$ cat src/rtl/rf_tune_pkg.sv
// Package: shared constants, state type and the computed lookup functions
// for synthesizer, divide-ratio and VCO-configuration data.
// Assumes channel numbers 1..NUM_CHAN and VCO tables 0..NUM_VCO_TBL-1.
package rf_tune_pkg;

    localparam int NUM_CHAN    = 14;
    localparam int NUM_VCO_TBL = 11;
    localparam int ADDR_W      = 4;
    localparam int DATA_W      = 20;
    localparam int WORD_W      = ADDR_W + DATA_W;
    localparam int CHAN_W      = $clog2(NUM_CHAN + 1);
    localparam int TBL_W       = $clog2(NUM_VCO_TBL);
    localparam int SLOTS       = 3;

    typedef enum logic [2:0] {
        ST_BOOT, ST_IDLE, ST_SEND, ST_WAIT, ST_DONE
    } seq_state_t;

    // Standard synthesizer low byte, grouped by channel range.
    function automatic logic [7:0] synth_lo(input logic [CHAN_W-1:0] ch);
        if (ch <= 2)       return 8'h47;
        else if (ch <= 6)  return 8'h67;
        else if (ch <= 10) return 8'h57;
        else if (ch <= 13) return 8'h77;
        else               return 8'h4F;
    endfunction

    // Fractional divide ratio: four-channel cycle, last channel special.
    function automatic logic [11:0] div_ratio(input logic [CHAN_W-1:0] ch);
        logic [CHAN_W-1:0] m;
        m = ch - 1'b1;
        if (ch == CHAN_W'(NUM_CHAN)) return 12'hCCC;
        case (m[1:0])
            2'd0:    return 12'h999;
            2'd1:    return 12'h99B;
            2'd2:    return 12'h998;
            default: return 12'h99A;
        endcase
    endfunction

    // VCO entry: each table is the previous one shifted along a shared list.
    function automatic logic [15:0] vco_entry(input logic [TBL_W-1:0] tbl,
                                              input logic [2:0] pair);
        logic [7:0] hi, lo;
        logic [4:0] idx;
        idx = 5'(tbl) + 5'd3 - 5'(pair >> 1);
        if (pair == 3'd1)  hi = 8'h60;
        else if (pair[0])  hi = 8'h64;
        else               hi = 8'h66;
        case (idx)
            5'd0:  lo = 8'h65;  5'd1:  lo = 8'h55;  5'd2:  lo = 8'h75;
            5'd3:  lo = 8'h4D;  5'd4:  lo = 8'h6D;  5'd5:  lo = 8'h5D;
            5'd6:  lo = 8'h7D;  5'd7:  lo = 8'h43;  5'd8:  lo = 8'h63;
            5'd9:  lo = 8'h53;  5'd10: lo = 8'h73;  5'd11: lo = 8'h4B;
            5'd12: lo = 8'h6B;  default: lo = 8'h5B;
        endcase
        return {hi, lo};
    endfunction

endpackage

$ cat src/rtl/rf_tune_rom.sv
// Lookup stage: turns channel, VCO table and mode into the three 20-bit data
// fields. Purely combinational; assumes chan is already range-checked.
module rf_tune_rom
    import rf_tune_pkg::*;
(
    input  logic [CHAN_W-1:0] chan,
    input  logic [TBL_W-1:0]  tbl,
    input  logic              autocal,
    output logic [DATA_W-1:0] synth_data,
    output logic [DATA_W-1:0] div_data,
    output logic [DATA_W-1:0] vco_data
);
    localparam logic [DATA_W-1:0] AC_VCO   = 20'h06662;
    localparam logic [7:0]        AC_SYNTH = 8'h68;

    logic [CHAN_W-1:0] chm1;
    logic [2:0]        pair;

    // Pair index from channel number.
    always_comb begin
        chm1 = chan - 1'b1;
        pair = chm1[3:1];
    end

    // Data selection for the three register slots.
    always_comb begin
        synth_data = autocal ? {4'h0, AC_SYNTH, synth_lo(chan)}
                             : {12'h000, synth_lo(chan)};
        div_data   = {8'h00, div_ratio(chan)};
        vco_data   = autocal ? AC_VCO : {4'h4, vco_entry(tbl, pair)};
    end
endmodule

$ cat src/rtl/rf_word_fmt.sv
// Word packer: picks the data field for the current slot and prefixes the
// register address (slot 0 -> address 1, slot 1 -> 2, slot 2 -> 3).
module rf_word_fmt
    import rf_tune_pkg::*;
(
    input  logic [1:0]        slot,
    input  logic [DATA_W-1:0] d_synth,
    input  logic [DATA_W-1:0] d_div,
    input  logic [DATA_W-1:0] d_vco,
    output logic [WORD_W-1:0] word
);
    logic [DATA_W-1:0] data;
    logic [ADDR_W-1:0] addr;

    // Slot to address and data mux.
    always_comb begin
        addr = ADDR_W'(slot) + 1'b1;
        case (slot)
            2'd0:    data = d_synth;
            2'd1:    data = d_div;
            default: data = d_vco;
        endcase
        word = {addr, data};
    end
endmodule

$ cat src/rtl/rf_lock_timer.sv
// Lock window counter: counts cycles while run is high, clears otherwise.
// expired is high in the run cycle that is the last of the window.
module rf_lock_timer #(
    parameter int TMR_W = 16
) (
    input  logic             clk,
    input  logic             rst_n,
    input  logic             run,
    input  logic [TMR_W-1:0] limit,
    output logic             expired
);
    logic [TMR_W-1:0] cnt;
    logic [TMR_W:0]   lim_eff;

    // Elapsed-cycle counter, cleared whenever not waiting.
    always_ff @(posedge clk) begin
        if (!rst_n)   cnt <= '0;
        else if (run) cnt <= cnt + 1'b1;
        else          cnt <= '0;
    end

    // Window end detect; a zero limit behaves as one cycle.
    always_comb begin
        lim_eff = (limit == '0) ? (TMR_W+1)'(1) : {1'b0, limit};
        expired = run && (({1'b0, cnt} + 1'b1) >= lim_eff);
    end
endmodule

$ cat src/rtl/rf_tune_seq.sv
// Top: calibration sweep and channel tuning sequencer. Sweeps the VCO
// tables on channel 1 after reset, keeps the table after the first lock (or
// falls back to fixed-VCO mode), then serves channel requests. Assumes the
// downstream shifter holds wr_ready meaningful only while wr_valid is high.
module rf_tune_seq
    import rf_tune_pkg::*;
#(
    parameter int TMR_W = 16
) (
    input  logic              clk,
    input  logic              rst_n,
    input  logic              chan_req_valid,
    input  logic [CHAN_W-1:0] chan_req_num,
    input  logic [TMR_W-1:0]  lock_window,
    input  logic              pll_lock,
    input  logic              wr_ready,
    output logic              wr_valid,
    output logic [WORD_W-1:0] wr_word,
    output logic              busy,
    output logic              done,
    output logic              err,
    output logic              autocal,
    output logic [TBL_W-1:0]  vco_sel
);
    localparam logic [TBL_W-1:0] LAST_TBL  = TBL_W'(NUM_VCO_TBL - 1);
    localparam logic [1:0]       LAST_SLOT = 2'(SLOTS - 1);
    localparam logic [CHAN_W-1:0] CAL_CHAN = CHAN_W'(1);

    seq_state_t        state;
    logic [1:0]        slot;
    logic [CHAN_W-1:0] chan_q;
    logic              cal_q;
    logic [TBL_W-1:0]  cal_tbl;
    logic [TBL_W-1:0]  sel_q;
    logic              ac_q;
    logic              err_q;
    logic              chan_ok;
    logic              accept;
    logic              expired;
    logic [TBL_W-1:0]  tbl_use;
    logic [DATA_W-1:0] d_synth, d_div, d_vco;

    // Request range check, handshake and table choice.
    always_comb begin
        chan_ok = (chan_req_num >= CHAN_W'(1)) && (chan_req_num <= CHAN_W'(NUM_CHAN));
        accept  = wr_valid && wr_ready;
        tbl_use = cal_q ? cal_tbl : sel_q;
    end

    rf_tune_rom u_rom (
        .chan       (chan_q),
        .tbl        (tbl_use),
        .autocal    (ac_q),
        .synth_data (d_synth),
        .div_data   (d_div),
        .vco_data   (d_vco)
    );

    rf_word_fmt u_fmt (
        .slot    (slot),
        .d_synth (d_synth),
        .d_div   (d_div),
        .d_vco   (d_vco),
        .word    (wr_word)
    );

    rf_lock_timer #(.TMR_W(TMR_W)) u_tmr (
        .clk     (clk),
        .rst_n   (rst_n),
        .run     (state == ST_WAIT),
        .limit   (lock_window),
        .expired (expired)
    );

    // Sequencer: sweep, lock decision, tuning and request handling.
    always_ff @(posedge clk) begin
        if (!rst_n) begin
            state   <= ST_BOOT;
            slot    <= '0;
            chan_q  <= CAL_CHAN;
            cal_q   <= 1'b0;
            cal_tbl <= '0;
            sel_q   <= '0;
            ac_q    <= 1'b0;
            err_q   <= 1'b0;
        end else begin
            err_q <= 1'b0;
            case (state)
                ST_BOOT: begin
                    cal_q   <= 1'b1;
                    cal_tbl <= '0;
                    chan_q  <= CAL_CHAN;
                    slot    <= '0;
                    state   <= ST_SEND;
                end
                ST_IDLE: begin
                    if (chan_req_valid) begin
                        if (chan_ok) begin
                            chan_q <= chan_req_num;
                            slot   <= '0;
                            state  <= ST_SEND;
                        end else begin
                            err_q <= 1'b1;
                        end
                    end
                end
                ST_SEND: begin
                    if (accept) begin
                        if (slot == LAST_SLOT) begin
                            slot  <= '0;
                            state <= cal_q ? ST_WAIT : ST_DONE;
                        end else begin
                            slot <= slot + 1'b1;
                        end
                    end
                end
                ST_WAIT: begin
                    if (pll_lock) begin
                        if (cal_tbl == LAST_TBL) ac_q  <= 1'b1;
                        else                     sel_q <= cal_tbl + 1'b1;
                        cal_q <= 1'b0;
                        state <= ST_DONE;
                    end else if (expired) begin
                        if (cal_tbl == LAST_TBL) begin
                            ac_q  <= 1'b1;
                            cal_q <= 1'b0;
                            state <= ST_DONE;
                        end else begin
                            cal_tbl <= cal_tbl + 1'b1;
                            state   <= ST_SEND;
                        end
                    end
                end
                ST_DONE: state <= ST_IDLE;
                default: state <= ST_IDLE;
            endcase
        end
    end

    // Output flags.
    always_comb begin
        wr_valid = (state == ST_SEND);
        busy     = (state != ST_IDLE);
        done     = (state == ST_DONE);
        err      = err_q;
        autocal  = ac_q;
        vco_sel  = sel_q;
    end
endmodule

$ cat config.mk
export PLATFORM = sky130hd
export DESIGN_NAME = rf_tune_seq
export DESIGN_NICKNAME = d
export VERILOG_FILES = /design/src/rtl/rf_tune_pkg.sv /design/src/rtl/rf_tune_rom.sv /design/src/rtl/rf_word_fmt.sv /design/src/rtl/rf_lock_timer.sv /design/src/rtl/rf_tune_seq.sv
export SDC_FILE = /design/constraint.sdc
export NUM_CORES = 1
export LEC_CHECK = 0
export BUFFER_PORTS_ARGS = -buffer_cell sky130_fd_sc_hd__buf_2
export CAP_MARGIN = 10
export CORE_MARGIN = 2
export CORE_UTILIZATION = 56
export DETAILED_ROUTE_END_ITERATION = 8
export GPL_TIMING_DRIVEN = 0
export PLACE_DENSITY = 0.81
export SYNTH_ARGS = -nofsm -noshare
export SYNTH_HDL_FRONTEND = slang
export SYNTH_SLANG_ARGS = --single-unit
$ cat constraint.sdc
create_clock -name clk -period 3.34 [get_ports clk]
set_input_delay 0.334 -clock clk [delete_from_list [all_inputs] [get_ports clk]]
set_output_delay 0.334 -clock clk [all_outputs]
set_load 0.1 [all_outputs]
==> reports/results.tsv, run 1 <==
stage	metric	value	unit
run_status	outcome	complete, no violations	
pwr	Peak VDD IR	579.3	µV
placed_design	Cell Area, Placed	0.003261	mm²
worst_hold_path	Min-Delay Path Class	primary input to register	
global_routing	initial antenna violation count	0	
floorplanning	io pins	58	
timing	WHS	281.5	ps
finish	FF+latch area	733.2	µm²
logic_synthesis	Mapped Cells	349	
cts	htree depth	2	
timing	Final Skew	6.138	ps
cts	Max Buffers Root-to-Sink	2	
timing	Slew Viols, Final	0	
worst_setup_path	reg2reg end	cal_tbl[1]$_SDFFE_PN0P_	
route	via count normalized by instance count	5.610	
worst_hold_path	Hold Crit Depth	3	
finish	post-route insts no fill	479	
pwr	Pwr per Cell Area	667.0	mW/mm²
cts	Skew-Pair Late Insertion Delay	290	ps
logic_synthesis	Ys Warns	0	
global_routing	grt peak-use layer	met2	
global_routing	grt met2 use	45.32	%
timing	RSZ-0062 raised after global routing	true	
worst_setup_path	Worst Setup SP	chan_q[1]$_SDFFE_PN0P_	
logic_synthesis	EDFF count, synth	0	
placed_design	Post-Place Cells	472	
finish	fraction of layout cells with a size suffix above 1	26.46	%
worst_setup_path	CP Launch Type	register	
logic_synthesis	Yosys cell types	54	
timing	final setup violating endpoints	0	
worst_setup_path	FF-to-FF setup slack	170	ps
finish	Final Cell Area	0.003518	mm²
logic_synthesis	synthesized cell area	0.002819	mm²
placed_design	Final HPWL DP	5.020	mm
logic_synthesis	Synth top area share	25.57	%
logic_synthesis	synth top area cells	dfxtp_1 (26%), ha_1 (16%), inv_1 (3.9%), nor2b_1 (3.8%), nor2_1 (3.7%)	
timing	post-route clock period utilization	98.29	%
floorplanning	die area	0.005618	mm²
worst_setup_path	reg2reg path depth	12	
worst_setup_path	CP endpoint	wr_word[5]	
timing	worst-margin pin slew	703.9	ps
cts	CTS Buf Count	5	
cts	CTS tree	yes	
route	DRC violations left	0	
finish	Multi-input gate area	0.002122	mm²
global_routing	first-pass GRT wire length	10.66	mm
global_routing	GRT Total Usage	24.47	%
finish	fillers	359	
logic_synthesis	#FFs+latches synth	36	
cts	clock root buffer master	clkbuf_8	
floorplanning	Initial Util	58.90	%
route	Routed WL per cell	13.94	µm
logic_synthesis	asr flop ratio synth	0	%
pwr	Total Power	2.347	mW
logic_synthesis	Synth top cells by count	dfxtp_1 (36), ha_1 (36), inv_1 (29)	
timing	Slew headroom	52.71	%
timing	Final Hold Vio Count	0	
finish	Antenna diodes	0	
cts	Clock Pin Slew Worst Setup and Hold Paths	80	ps
route	final WL	6.679	mm
route	Antenna Nets Post-Route	0	
placed_design	GP Congestion	0.8601	
floorplanning	width of the die	74.95	µm
worst_setup_path	Worst Path Required	3010	ps
global_routing	GRT overflow	0	
global_routing	met3 global-route usage	4.284	%
global_routing	met1 Resource Use GR	27.50	%
route	drt pass-1 iters	4	
pwr	cell leakage power	1.582	nW
logic_synthesis	sequential-to-total area share from yosys stat	25.57	%
floorplanning	num rows	25	
floorplanning	Core ar.	0.004786	mm²
placed_design	IO buf count	51	
timing	fin crit period	3283	ps
finish	fin nets	473	
flow_run	MaxCap Viol Count	0	
route	via count	2687	
logic_synthesis	Mean Syn Cell Area	8.077	µm²
cts	clk sinks	36	
timing	Peak Freq	0.3046	GHz
route	1st-iter DRT viols	94	
worst_setup_path	CP Capture Type	output port	
global_routing	largest net degree at the start of global routing	12	
worst_setup_path	critical path class	register to output port	
floorplanning	die height	74.95	µm
worst_setup_path	Crit Path Max Fanout	7	
global_routing	number of global-route vias before repair	2484	
logic_synthesis	Most used DFF post-synth	dfxtp_1	
finish	Syn-to-layout area delta	24.81	%
logic_synthesis	largest area contributor in the synthesized netlist	dfxtp_1	
worst_setup_path	Worst EP arrival	2950	ps
worst_setup_path	reg-to-reg critical path startpoint	u_tmr.cnt[0]$_SDFF_PN0_	
[cells by family (layout without fill, tap and decap cells)]
| kind of cell | after synthesis | after routing | share of synthesized area (%) |
|---|---|---|---|
| adders and majority gates | 37 | 37 | 16.69 |
| AOI/OAI and AO/OA | 62 | 62 | 14.78 |
| muxes | 8 | 8 | 2.974 |
| and+or+nand+nor | 140 | 140 | 27.03 |
| buffers and inverters | 47 | 105 | 7.235 |
| xor gates and xnor gates | 18 | 18 | 5.593 |
| other | 1 | 6 | 0.1330 |
| DFF | 36 | 36 | 25.57 |
[routing by layer]
layer	up-vias	share of wire, %
met3	18	3.7
met1	1242	42
met5	-	0
met4	0	2.6
li1	1352	-
met2	75	51
[placed cells by master (no fill, tap or decap), types with 4 or more instances in the layout]
| cell | instances |
|---|---|
| a21oi_1 | 16 |
| nor2b_1 | 17 |
| nand3_1 | 12 |
| nor2_1 | 27 |
| ha_1 | 31 |
| nor4_1 | 5 |
| conb_1 | 6 |
| dfxtp_1 | 32 |
| buf_2 | 48 |
| xor2_1 | 7 |
| nand2_1 | 24 |
| buf_4 | 9 |
| o21ai_0 | 10 |
| nand4_1 | 11 |
| mux2i_1 | 4 |
| clkbuf_8 | 6 |
| a31oi_1 | 6 |
| nor3_1 | 9 |
| inv_1 | 27 |
| and3_1 | 4 |
| a21o_1 | 4 |
| xnor2_1 | 8 |
| nand3b_1 | 4 |
| clkbuf_1 | 10 |
[critical path, stage by stage, from the launching register on]
cell	delay, ps
dfxtp_4	390
nor3_4	220
xnor2_2	170
ha_4	250
ha_4	160
fa_2	430
xnor2_4	240
and3_4	220
nor2_1	60
o21ai_2	160
o2bb2ai_4	150
buf_12	190
[worst min-delay path by stage]
| stage | startpoint | end | slack (ps) |
|---|---|---|---|
| after floorplan | u_tmr.cnt[0]$_SDFF_PN0_ | u_tmr.cnt[0]$_SDFF_PN0_ | 450 |
| after global placement | u_tmr.cnt[0]$_SDFF_PN0_ | u_tmr.cnt[0]$_SDFF_PN0_ | 470 |
| after detailed placement | u_tmr.cnt[0]$_SDFF_PN0_ | u_tmr.cnt[0]$_SDFF_PN0_ | 480 |
| after CTS | chan_req_valid | err$_SDFF_PN0_ | 280 |
| after global routing | chan_req_valid | err$_SDFF_PN0_ | 280 |
| final | chan_req_valid | err$_SDFF_PN0_ | 280 |
[report_power, final]
group | internal (mW) | switching (mW) | total [mW]
clock network | 0.168 | 0.159 | 0.327
registers | 0.465 | 0.0416 | 0.507
logic | 0.356 | 1.16 | 1.51
total | 0.990 | 1.36 | 2.35
[layout make-up]
| cell class | instances | area share (%) |
|---|---|---|
| multi-input cells | 271 | 60.31 |
| flip-flops and latches | 36 | 20.84 |
| repair buffers | 52 | 8.144 |
| inverters | 29 | 3.094 |
| plain buffers | 16 | 2.667 |
| clock buffers | 8 | 2.560 |
| well taps | 67 | 2.383 |
[stage by stage]
| stage | setup TNS [ps] | worst slack [ps] | util [%] |
|---|---|---|---|
| global placement | -969.0 | -424.9 | 68.13 |
| floorplan | -661.3 | -317.1 | - |
| CTS | 0 | 1.735 | 71.24 |
| global route | -85.78 | -47.15 | 73.52 |
| detailed placement | -1172 | -488.6 | 68.13 |
| finish | 0 | 56.98 | 73.52 |
[what timing repair did]
action / in CTS / in global routing
hold buffers: 0 / 0
gates cloned: 0 / 0
endpoints found under the setup margin: 5 / 10
resized for setup: 22 / 20
setup buffers: 0 / 1
pin swaps: 3 / 11
[sequential cells by signal (all words and copies together) (netlist names)]
name	count
u_tmr.cnt	16
cal_tbl	4
chan_q	4
vco_sel	4
state	3
slot	2
autocal	1
cal_q	1
err	1
(Power assumes the default switching activity.)
==> run 2, diff against run 1 <==
--- a/config.mk
+++ b/config.mk
@@ -5,6 +5,7 @@
 export SDC_FILE = /design/constraint.sdc
 export NUM_CORES = 1
 export LEC_CHECK = 0
+export ABC_AREA = 1
 export BUFFER_PORTS_ARGS = -buffer_cell sky130_fd_sc_hd__buf_2
 export CAP_MARGIN = 10
 export CORE_MARGIN = 2
==> run 2 against run 1 <==
Net effect:
- combinational power grew 47%
- die area grew 3.3%
- total power grew 32%
- clock power shrank 2%
- global-route usage shrank 2.9 points
- core utilization shrank 4.4 points
- cell count grew 18%
- non-clock buffer count shrank 7
- fmax grew 4.4%
- first-iteration DRC count grew 40%
- critical path type unchanged
- largest power group unchanged
- highest routed layer unchanged
==> reports/results.tsv, run 2 <==
stage	metric	value	unit	change
logic_synthesis	Synth top area share	24.70	%	-0.87 points
timing	worst-margin pin slew	656.7	ps	-47.21 ps
timing	final setup violating endpoints	0		unchanged
cts	htree depth	2		unchanged
worst_setup_path	CP max-delay cell	buf_2		
finish	most flop-heavy register	u_tmr.cnt		
placed_design	IO buf count	51		unchanged
pwr	cell leakage power	1.756	nW	+11%
pwr	Pwr per Cell Area	886.2	mW/mm²	+33%
worst_setup_path	CP Cell Sequence	inv_4 -> ha_4 -> xor2_2 -> inv_1 -> ha_2 -> ha_2 -> fa_2 -> xnor2_4 -> nand2_1 -> o221ai_2 -> buf_2		
route	Antenna Nets Post-Route	0		unchanged
cts	Skew-Pair Late Insertion Delay	290	ps	about the same
logic_synthesis	Mapped Cells	429		+23%
finish	max reg flops	16		unchanged
finish	Antenna diodes	0		unchanged
floorplanning	die area	0.005803	mm²	+3.3%
run_status	outcome	complete, no violations		
placed_design	GP Congestion	0.8822		+2.6%
pwr	Peak VDD IR	818.6	µV	+41%
cts	clk sinks	36		unchanged
cts	Max Buffers Root-to-Sink	2		unchanged
global_routing	first-pass GRT wire length	10.53	mm	-1.2%
finish	post-route core utilization	69.13	%	-4.4 points
finish	Syn-to-layout area delta	20.24	%	
logic_synthesis	Most used DFF post-synth	dfxtp_1		
timing	Setup TNS Final	0	ps	unchanged
pwr	Total Power	3.109	mW	+32%
cts	clock root buffer master	clkbuf_8		
logic_synthesis	sequential-to-total area share from yosys stat	24.70	%	-0.87 points
logic_synthesis	largest area contributor in the synthesized netlist	dfxtp_1		
logic_synthesis	asr flop ratio synth	0	%	unchanged
worst_setup_path	CP Launch Type	register		
floorplanning	num rows	26		+4.0%
route	DRC violations left	0		unchanged
worst_setup_path	CP Capture Type	output port		
finish	fin nets	555		+17%
logic_synthesis	synthesized cell area	0.002918	mm²	+3.5%
logic_synthesis	#FFs+latches synth	36		unchanged
timing	Slew headroom	55.76	%	+3.0 points
cts	Clock Pin Slew Worst Setup and Hold Paths	70	ps	about the same
floorplanning	width of the die	76.18	µm	+1.6%
route	via count normalized by instance count	5.016		-11%
global_routing	GRT overflow	0		unchanged
worst_setup_path	Crit path top cell by count	ha_2		
finish	most common cell after layout, fill and taps aside	nand2_1		
logic_synthesis	Yosys cell types	37		-31%
worst_setup_path	critical path's largest stage delay	450	ps	+20 ps
route	final WL	6.111	mm	-8.5%
cts	CTS Buf Count	5		unchanged
route	Routed WL per cell	10.84	µm	-22%
finish	commonest non-fill, non-tap cells in the layout	nand2_1 (84), inv_1 (72), buf_2 (47), nor2_1 (42), ha_1 (33)		
timing	post-route clock period utilization	94.17	%	-4.1 points
finish	post-route insts no fill	564		+18%
cts	CTS tree	yes		
worst_setup_path	Crit Path Max Fanout	5		-2
placed_design	Cell Area, Placed	0.003343	mm²	+2.5%
finish	Final Cell Area	0.003508	mm²	-0.28%
global_routing	largest net degree at the start of global routing	11		-1
floorplanning	Core ar.	0.005075	mm²	+6.0%
route	via count	2829		+5.3%
floorplanning	Initial Util	57.50	%	-1.4 points
logic_synthesis	synth top area cells	dfxtp_1 (25%), ha_1 (15%), nand2_1 (11%), inv_1 (9.8%), nor2_1 (5.5%)		
logic_synthesis	EDFF count, synth	0		unchanged
global_routing	number of global-route vias before repair	2615		+5.3%
worst_setup_path	Worst Path Required	3010	ps	about the same
flow_run	MaxCap Viol Count	0		unchanged
timing	Peak Freq	0.3179	GHz	+4.4%
global_routing	GRT Total Usage	21.53	%	-2.9 points
global_routing	initial antenna violation count	0		unchanged
finish	Multi-input gate area	0.001942	mm²	-8.5%
timing	fin crit period	3145	ps	-137.8 ps
logic_synthesis	Mean Syn Cell Area	6.801	µm²	-16%
floorplanning	io pins	58		unchanged
timing	Slew Viols, Final	0		unchanged
floorplanning	die height	76.18	µm	+1.6%
logic_synthesis	count leader, synth	nand2_1		
worst_setup_path	Worst EP arrival	2810	ps	-140 ps
timing	Final Hold Vio Count	0		unchanged
finish	FF+latch area	734.5	µm²	+0.17%
finish	fillers	479		+33%
finish	fraction of layout cells with a size suffix above 1	23.68	%	-2.8 points
timing	Final Skew	6.373	ps	+0.2351 ps
route	drt pass-1 iters	4		unchanged
worst_hold_path	Min-Delay Path Class	primary input to register		
placed_design	Post-Place Cells	555		+18%
logic_synthesis	Synth top cells by count	nand2_1 (85), inv_1 (76), nor2_1 (43)		
route	1st-iter DRT viols	132		+40%
cts	Hold Buf Count CTS	0		unchanged
placed_design	Final HPWL DP	5.014	mm	-0.13%
logic_synthesis	Ys Warns	0		unchanged
worst_setup_path	critical path class	register to output port		
==> run 2: cell types whose count changed in the layout (fill, tap and decap cells not counted), moves of 7 or more <==
cell / delta
o21ai_0: +9
nor2b_1: -17
inv_1: +45
nor2_1: +15
nand2_1: +60
nand2_2: +7
==> run 2: critical path: cells and delay by family, from the launching register on <==
kind / cells / cell delay [ps]
flip-flops: 1 / 370
buffers and inverters: 3 / 580
AND/OR/NAND/NOR: 1 / 110
AO/OA/AOI/OAI: 1 / 160
adder cells (fa/ha/maj): 4 / 920
XOR/XNOR: 2 / 370
==> run 2: final cells by class <==
| class | count | area share [%] |
|---|---|---|
| buffer | 9 | 1.712 |
| clock buffer | 8 | 2.568 |
| inverter | 79 | 8.595 |
| multi-input combinational | 310 | 55.35 |
| sequential | 36 | 20.93 |
| tap | 70 | 2.496 |
| timing repair buffer | 52 | 8.345 |
==> run 2: final timing paths <==
kind                           start                 endpoint  slack, ps  depth (start not counted)
min reg2reg  vco_sel[3]$_SDFFE_PN0P_  vco_sel[3]$_SDFFE_PN0P_        490                          2
max reg2reg  u_tmr.cnt[0]$_SDFF_PN0_  cal_tbl[1]$_SDFFE_PN0P_        390                         19
min                   chan_req_valid           err$_SDFF_PN0_        300                          3
max           chan_q[1]$_SDFFE_PN0P_               wr_word[2]        190                         11
==> run 2: stage by stage <==
stage	hold slack [ps]	setup slack [ps]
final	295.1	194.7
after global routing	294.5	-3.379
after CTS	287.9	15.08
after detailed placement	476.2	138.0
after global placement	462.0	174.3
after floorplan	447.4	-338.9
==> run 2: what timing repair did <==
action / in CTS / in global routing
resized for setup: 5 / 14
pin swaps: 0 / 2
endpoints found under the setup margin: 3 / 5
buffers inserted: 0 / 1
==> run 2: kinds of logic (layout without fill, tap and decap cells) <==
family | Yosys count | in the layout | share of synthesized area, %
other | 1 | 6 | 0.1285
buffers and inverters | 88 | 148 | 12.22
XOR/XNOR | 11 | 11 | 3.302
AND/OR/NAND/NOR | 193 | 193 | 30.87
adder cells (fa/ha/maj) | 37 | 37 | 16.12
AO/OA/AOI/OAI | 63 | 63 | 12.65
flip-flops | 36 | 36 | 24.70
==> run 2: metal layers <==
layer | GRT usage (%) | part of all wire, %
met3 | 2.962 | 3.9
met4 | 7.091 | 1.3
met1 | 22.86 | 42
met2 | 43.13 | 53
met5 | 0 | 0
==> run 2: power breakdown <==
part	internal [mW]	total, mW	switching (mW)
clock network	0.168	0.319	0.151
logic	0.532	2.22	1.69
registers	0.495	0.573	0.0783
